File: src/rtl/srx_pkg.sv
package srx_pkg;

  typedef enum logic {
    RX_HUNT  = 1'b0,
    RX_SHIFT = 1'b1
  } rx_state_t;

  // Limit a requested word length to the supported range.
  function automatic int unsigned clamp_len(input int unsigned req,
                                            input int unsigned lo,
                                            input int unsigned hi);
    if (req < lo) return lo;
    if (req > hi) return hi;
    return req;
  endfunction

  // Logical frame-sync level after polarity selection.
  function automatic logic fs_level(input logic pin, input logic active_low);
    return pin ^ active_low;
  endfunction

endpackage

File: src/rtl/srx_en_sync.sv
module srx_en_sync #(
  parameter int unsigned STAGES = 2
) (
  input  logic sclk,
  input  logic rst_n,
  input  logic en_req,
  output logic port_active
);
  logic clr_n;
  logic [STAGES-1:0] chain;

  assign clr_n = rst_n & en_req;

  generate
    for (genvar s = 0; s < STAGES; s++) begin : g_stage
      if (s == 0) begin : g_first
        always_ff @(posedge sclk or negedge clr_n) begin
          if (!clr_n) chain[0] <= 1'b0;
          else        chain[0] <= 1'b1;
        end
      end else begin : g_next
        always_ff @(posedge sclk or negedge clr_n) begin
          if (!clr_n) chain[s] <= 1'b0;
          else        chain[s] <= chain[s-1];
        end
      end
    end
  endgenerate

  assign port_active = chain[STAGES-1];
endmodule

File: src/rtl/srx_fs_detect.sv
module srx_fs_detect
  import srx_pkg::*;
(
  input  logic port_active,
  input  logic fs_in,
  input  logic fs_low,
  output logic fs_hit
);
  assign fs_hit = port_active & fs_level(fs_in, fs_low);
endmodule

File: src/rtl/srx_shifter.sv
module srx_shifter
  import srx_pkg::*;
#(
  parameter int unsigned DW = 16,
  parameter int unsigned LW = 5
) (
  input  logic          sclk,
  input  logic          clr_n,
  input  logic          port_active,
  input  logic          fs_hit,
  input  logic          sdata,
  input  logic          frame_lead,
  input  logic          cont_mode,
  input  logic [LW-1:0] word_len,
  output logic [DW-1:0] rx_word,
  output logic          rx_valid,
  output logic          word_done
);
  localparam int unsigned MIN_LEN = 3;

  rx_state_t     state;
  logic [LW-1:0] cnt;
  logic [DW-1:0] sh;
  logic [LW-1:0] eff_len;
  logic [LW-1:0] cnt_next;
  logic [DW-1:0] sh_next;
  logic          start;

  assign eff_len   = LW'(clamp_len(int'(word_len), MIN_LEN, DW));
  assign cnt_next  = cnt + LW'(1);
  assign sh_next   = {sh[DW-2:0], sdata};
  assign start     = port_active && (state == RX_HUNT) && fs_hit;
  assign word_done = port_active && (state == RX_SHIFT) && (cnt_next == eff_len);

  always_ff @(posedge sclk or negedge clr_n) begin
    if (!clr_n) begin
      state    <= RX_HUNT;
      cnt      <= '0;
      sh       <= '0;
      rx_word  <= '0;
      rx_valid <= 1'b0;
    end else begin
      rx_valid <= word_done;
      if (!port_active) begin
        state <= RX_HUNT;
        cnt   <= '0;
        sh    <= '0;
      end else if (start) begin
        state <= RX_SHIFT;
        if (frame_lead) begin
          cnt <= '0;
          sh  <= '0;
        end else begin
          cnt <= LW'(1);
          sh  <= DW'(sdata);
        end
      end else if (state == RX_SHIFT) begin
        if (word_done) begin
          rx_word <= sh_next;
          cnt     <= '0;
          sh      <= '0;
          state   <= cont_mode ? RX_SHIFT : RX_HUNT;
        end else begin
          cnt <= cnt_next;
          sh  <= sh_next;
        end
      end
    end
  end
endmodule

File: src/rtl/serial_rx_port.sv
module serial_rx_port #(
  parameter int unsigned DATA_W      = 16,
  parameter int unsigned SYNC_STAGES = 2,
  parameter int unsigned LEN_W       = $clog2(DATA_W + 1)
) (
  input  logic              sclk,
  input  logic              rst_n,
  input  logic              en_req,
  input  logic              frame_lead,
  input  logic              cont_mode,
  input  logic              fs_low,
  input  logic [LEN_W-1:0]  word_len,
  input  logic              fs_in,
  input  logic              sdata,
  output logic [DATA_W-1:0] rx_word,
  output logic              rx_valid
);
  logic clr_n;
  logic port_active;
  logic fs_hit;
  logic word_done;

  assign clr_n = rst_n & en_req;

  srx_en_sync #(.STAGES(SYNC_STAGES)) sync_i (
    .sclk        (sclk),
    .rst_n       (rst_n),
    .en_req      (en_req),
    .port_active (port_active)
  );

  srx_fs_detect fs_i (
    .port_active (port_active),
    .fs_in       (fs_in),
    .fs_low      (fs_low),
    .fs_hit      (fs_hit)
  );

  srx_shifter #(.DW(DATA_W), .LW(LEN_W)) shift_i (
    .sclk        (sclk),
    .clr_n       (clr_n),
    .port_active (port_active),
    .fs_hit      (fs_hit),
    .sdata       (sdata),
    .frame_lead  (frame_lead),
    .cont_mode   (cont_mode),
    .word_len    (word_len),
    .rx_word     (rx_word),
    .rx_valid    (rx_valid),
    .word_done   (word_done)
  );
endmodule

File: config.mk
export PLATFORM = sky130hd
export DESIGN_NAME = serial_rx_port
export DESIGN_NICKNAME = d
export VERILOG_FILES = /design/src/rtl/srx_pkg.sv /design/src/rtl/srx_en_sync.sv /design/src/rtl/srx_fs_detect.sv /design/src/rtl/srx_shifter.sv /design/src/rtl/serial_rx_port.sv
export SDC_FILE = /design/constraint.sdc
export NUM_CORES = 1
export LEC_CHECK = 0
export BUFFER_PORTS_ARGS = -buffer_cell sky130_fd_sc_hd__buf_2
export CORE_ASPECT_RATIO = 1.2
export CORE_UTILIZATION = 30
export CTS_BUF_LIST = sky130_fd_sc_hd__clkbuf_4
export CTS_CLUSTER_SIZE = 10
export DETAILED_ROUTE_END_ITERATION = 10
export PLACE_DENSITY = 0.58
export SETUP_SLACK_MARGIN = 0.3
export SLEW_MARGIN = 40
export SYNTH_ARGS = -nofsm -noshare
export SYNTH_HDL_FRONTEND = slang
export SYNTH_HIERARCHICAL = 1
export SYNTH_SLANG_ARGS = --single-unit
File: constraint.sdc
create_clock -name sclk -period 2.9 [get_ports sclk]
set_clock_uncertainty 0.1 [all_clocks]
set_input_delay 0.58 -clock sclk [delete_from_list [all_inputs] [get_ports sclk]]
set_output_delay 0.58 -clock sclk [all_outputs]
set_load 0.005 [all_outputs]
### Word-level counts from Yosys, hierarchy flattened

Index checks and enable logic that the tools add are counted.

| word-level totals | value |
|---|---|
| flip-flop bits (word level) | 40 |
| input port bits | 13 |
| output and inout bits | 17 |
| logic and storage cells | 44 |

| cells by class | value |
|---|---|
| add/subtract/negate cells | 1 |
| magnitude comparators | 2 |
| equality and inequality tests | 2 |
| multiplexer cells | 22 |
| bitwise gates (word level) | 5 |
| reduce and logical (&&, ||, !) cells | 5 |

Operator list:

| operator | number |
|---|---|
| 2-to-1 mux 15 bit | 4 |
| 2-to-1 mux 5 bit | 7 |
| 2-to-1 mux 1 bit | 10 |
| adder 5 x 1 -> 5 bit, second input constant | 1 |
| equality test 5 bit | 1 |
| greater-than comparator 5 bit, second input constant | 1 |
| < comparator 5 x 2 -> 1 bit, second input constant | 1 |
| logical AND 1 bit | 4 |
| AND reduction 4 bit | 1 |
| inequality test 3 x 1 -> 1 bit, second input constant | 1 |
| AND 1 bit | 2 |
| 2-to-1 mux 2 bit | 1 |
| inverter 1 bit | 2 |
| XOR 1 bit | 1 |

### Depth between registers and ports, before layout

| logic depth | value |
|---|---|
| word-level depth | 11 |
| depth in mapped cells | 10 |
| mapped depth without buffers | 8 |

### Cells and area by module

The synthesis kept the hierarchy.

Modules (own cells, without submodules):

| module | instances | cells an instance | area an instance (um2) | sequential area each (um2) |
|---|---|---|---|---|
| srx_shifter | 1 | 146 | 1,849.3 | 950.9 |
| srx_en_sync | 1 | 4 | 60.1 | 50.0 |
| srx_fs_detect | 1 | 2 | 15.0 | 0.0 |
| serial_rx_port | 1 | 1 | 6.3 | 0.0 |

### Worst setup path before layout

No wires, ideal clock.

| timing | value |
|---|---|
| path kind | register to register |
| start point | reg shift_i.cnt[0] |
| end point | reg shift_i.rx_word[0] |
| setup time | 125 ps |
| arrival time | 2,168 ps |
| required time | 2,675 ps |
| slack | 507 ps |
| cell stages (with the launch flop) | 11 |
| path buffers | 3 |
| clock period less this slack | 2,393 ps |
| path through | dfrtp_1 ha_1 buf_2 xnor2_1 o221ai_1 a21oi_1 nand2_2 a21o_1 buf_6 buf_8 mux2_4 |

| between the ends | value |
|---|---|
| word-level cells in the longest chain between the ends | 4 |

Ends and longest elaborated chain:

| element | line | RTL |
|---|---|---|
| start, declared | srx_shifter.sv:22 | `logic [LW-1:0] cnt;` |
| start signal, assigned | srx_shifter.sv:64 | `cnt <= cnt_next;` |
| adder 5 x 1 -> 5 bit | srx_shifter.sv:30 | `assign cnt_next = cnt + LW'(1);` |
| equality test 5 bit | srx_shifter.sv:33 | `assign word_done = port_active && (state == RX_SHIFT) && (cnt_next == eff_len);` |
| logical AND 1 bit | srx_shifter.sv:33 |  |
| AND reduction 4 bit (no source line) | n/a |  |
| end signal, assigned | srx_shifter.sv:59 | `rx_word <= sh_next;` |
| end, declared | srx_shifter.sv:15 | `output logic [DW-1:0] rx_word,` |

Every way passes these cells.
A chain may end at the register's enable or synchronous reset.

### Final worst setup path

| timing | value |
|---|---|
| start point | reg shift_i.cnt[2] |
| end point | reg shift_i.rx_word[15] |

| between the ends | value |
|---|---|
| word-level cells in the longest chain between the ends | 4 |

Ends and longest elaborated chain:

| element | line | RTL |
|---|---|---|
| adder 5 x 1 -> 5 bit | srx_shifter.sv:30 |  |
| equality test 5 bit | srx_shifter.sv:33 |  |
| logical AND 1 bit | srx_shifter.sv:33 |  |
| net word_done | serial_rx_port.sv:21 | `logic word_done;` |
| AND reduction 4 bit (no source line) | n/a |  |

The timed path passes the listed nets, and every way through them passes these cells.

==> results.yml <==
critical_path:
  path_buf_inv: 2
  path_class: "register to register"
  critical_path.max_fanout: 13
  startpoint_type: "register"
  path_cells: "a31o_1 -> a2111o_1 -> o311ai_2 -> nand2_2 -> a21o_1 -> buf_4 -> inv_2 -> mux2_2"
  cp_top_family: "compound AO/OA/AOI/OAI gates"
  critPathCaptureType: "register"
  critPathSlowestCell: "dfrtp_1"
  slowest_delay_ns: 0.53
  cp.required_ns: 3.04
  cp.arrival_ns: 2.62
floorplan:
  rows: 31
  core_area_um2: 6130
  io_pins: 30
  start_util_pct: 31.5
  die_w_um: 75.2
  die-height_um: 89.9
  fp.dieArea_um2: 6760
synthesis:
  synth_compound_area_share_pct: 19.8
  synth.distinct_cells: 40
  ys_warn_count: 6
  yosysTopAreaCell: "dfrtp_1"
  muxShareOfSynthArea_pct: 12.4
  netlist_area_um2: 1930
  synth_simple_gate_area_share_pct: 7.32
  yosysMostFrequentCell: "dfrtp_1"
  async_flop_share_pct: 100
  synth_top_family_by_area: "compound AO/OA/AOI/OAI gates"
  synth_flop_cell: "dfrtp_1"
  synth_xor_area_share_pct: 1.36
  syn_inst: 153
  post-synth-top-area-fraction_pct: 51.8
  yosys-top-cells-count: "40 x dfrtp_1, 16 x a32o_1, 13 x mux2_4"
  ys_ff_latch: 40
  synth-edff-count: 0
  synth_area_leaders: "dfrtp_1 52%, mux2_4 10%, a32o_1 8.3%"
  avgSynthCellArea_um2: 12.6
  syn-num-nets: 167
  yosys.area_share.adder_pct: 0.648
  yosysSeqAreaShare_pct: 51.8
final_layout:
  n_antenna_cell: 0
  final_nets: 199
  post-route-cell-area_um2: 2260
  drive_gt1_share_pct: 37.1
  area_growth_pct: 17.2
  stdcell_count: 268
power:
  powerDensity_nw_per_um2: 485
  pwr-share-comb_pct: 13.0
  leakagePower_uw: 0.00110
  p_switching_uw: 279
  vdd_drop_max_uv: 410
  internal_power_uw: 819
  finalPower_uw: 1100
  sequentialPowerShare_pct: 53.5
  power_frac_clock_pct: 33.5
  sw_frac_of_total_pct: 25.4
placed_design:
  dp_cells: 258
  port_buffers: 29
  post_dp_cell_area_um2: 2140
  gp_congestion: 0.807
  place_hpwl_mm: 2.53
detailed_routing:
  num_vias: 1322
  ant_nets: 0
  wire_per_inst_um: 14.1
  drc: 0
  wl_mm: 3.78
  drt_iter0_drc: 56
  drt-pass1-iter-count: 4
  post_drt_via_cell_ratio: 4.93
sta:
  hold_slack_ns: 0.277
  setup_violations: 0
  tns_ns: 0
  period_share_pct: 85.7
  hold_viol_final: 0
  rsz0062_at_grt: "no"
  period_needed_ns: 2.48
  drv_slew: 0
  max_freq_mhz: 403
clock_tree:
  path_clk_slew_ns: 0.12
  numClockSinks: 40
  cts_tree: "yes"
  cts_max_level: 2
  cts_buffers: 5
  post_cts_buffers: 0
  insertion_delay_ns: 0.34
  cts-root-buf: "clkbuf_4"
  clk_path_buf_depth: 2
run_status:
  status: "finished, final reports clean"
global_route:
  grt_pass1_vias: 1287
  grt_pass1_wl_mm: 6.15
  grt-ovfl-total: 0
  grt_max_degree: 39
  grt_usage_pct: 12.0
  antenna_found_initial: 0
run:
  maxCapViolCount: 0
worst_hold_path:
  hp-class: "register to register"
layout make-up:
class	count	area (µm²)
Inverter	6	22.5
Tap cell	82	103
Clock inverter	3	42.5
Timing Repair Buffer	37	223
Clock buffer	5	37.5
Sequential cell	40	1000
Fill cell	640	3860
Multi-Input combinational cell	95	833
worst reg2reg max path, stage by stage, from the launching register on:
cell      delay [ns]
dfrtp_1         0.53
a31o_1          0.29
a2111o_1        0.43
o311ai_2        0.13
nand2_2         0.07
a21o_1          0.21
buf_4           0.21
inv_2           0.09
mux2_2          0.32
power groups by stage:
stage          registers [µW]  clock network (µW)  logic [µW]
2_1_floorplan             593                   0        94.4
3_3_place_gp              595                   0         137
3_5_place_dp              595                   0         137
4_1_cts                   585                 385         140
5_1_grt                   589                 403         158
6_report                  587                 368         143
cell usage in the layout, fill, tap and decap left out, types with 2 or more instances in the layout:
| cell | netlist | final |
|---|---|---|
| and2_1 | 5 | 4 |
| xor2_1 | 2 | 2 |
| nand3_1 | 4 | 4 |
| o221a_2 | 2 | 2 |
| mux2_2 | 3 | 3 |
| inv_1 | 5 | 5 |
| dfrtp_1 | 40 | 39 |
| nor3_1 | 3 | 2 |
| mux2_4 | 13 | 13 |
| nor2_1 | 5 | 5 |
| buf_2 | 3 | 29 |
| nor2b_1 | 4 | 4 |
| nand2_1 | 5 | 5 |
| a21o_1 | 2 | 2 |
| dlygate4sd3_1 | 0 | 2 |
| buf_4 | 1 | 5 |
| a211oi_1 | 3 | 3 |
| a32o_1 | 16 | 16 |
| clkbuf_4 | 0 | 5 |
| a21oi_1 | 8 | 8 |
| o21ai_0 | 3 | 3 |
path summary, 6_finish.rpt:
check	from	end	slack [ns]	depth (start not counted)
worst min register to register	sync_i/chain[0]$_DFF_PN0_	sync_i/port_active$_DFF_PN0_	0.28	0
max in group asynchronous	rst_n	shift_i/cnt[1]$_DFFE_PN0P_	1.58	3
worst max register to register	shift_i/cnt[2]$_DFFE_PN0P_	shift_i/rx_word[15]$_DFFE_PN0P_	0.42	8
worst min-delay path	sync_i/chain[0]$_DFF_PN0_	sync_i/port_active$_DFF_PN0_	0.28	0
worst max-delay path	shift_i/cnt[2]$_DFFE_PN0P_	shift_i/rx_word[15]$_DFFE_PN0P_	0.42	8
min in group asynchronous	en_req	sync_i/port_active$_DFF_PN0_	0.55	3
per-stage QoR:
step	worst slack [ns]	utilization (%)
6_report	0.416	36.9
5_1_grt	0.304	36.9
4_1_cts	0.302	36.5
3_5_place_dp	0.253	35.0
3_3_place_gp	0.300	34.9
2_1_floorplan	0.507	-
routing by layer:
layer,wire [µm],track usage [%],vias up
met1,1740,15.5,658
met2,1790,18.2,26
met4,45,4.17,0
met5,0,0,-
met3,205,4.37,4
li1,-,-,634
cells by family (layout without fill, tap and decap cells):
logic type | Yosys count | in the layout
other | 1 | 1
and+or+nand+nor | 28 | 28
muxes | 17 | 17
buffers and inverters | 18 | 51
adders and majority gates | 1 | 1
xor gates and xnor gates | 3 | 3
DFF | 40 | 40
AOI/OAI and AO/OA | 45 | 45
state kept, by name (all words and copies together) (netlist names):
signal	cells
shift_i/sh	15
shift_i/rx_word	16
shift_i/cnt	5
shift_i/rx_valid	1
shift_i/state	1
sync_i/chain	1
sync_i/port_active	1
what timing repair did:
item	CTS	global route
hold buffers	1	1
endpoints found under the setup margin	9	17
endpoints found under the hold margin	2	2
gates resized for setup	1	3
Note: power is estimated with default switching activity, not from simulation.
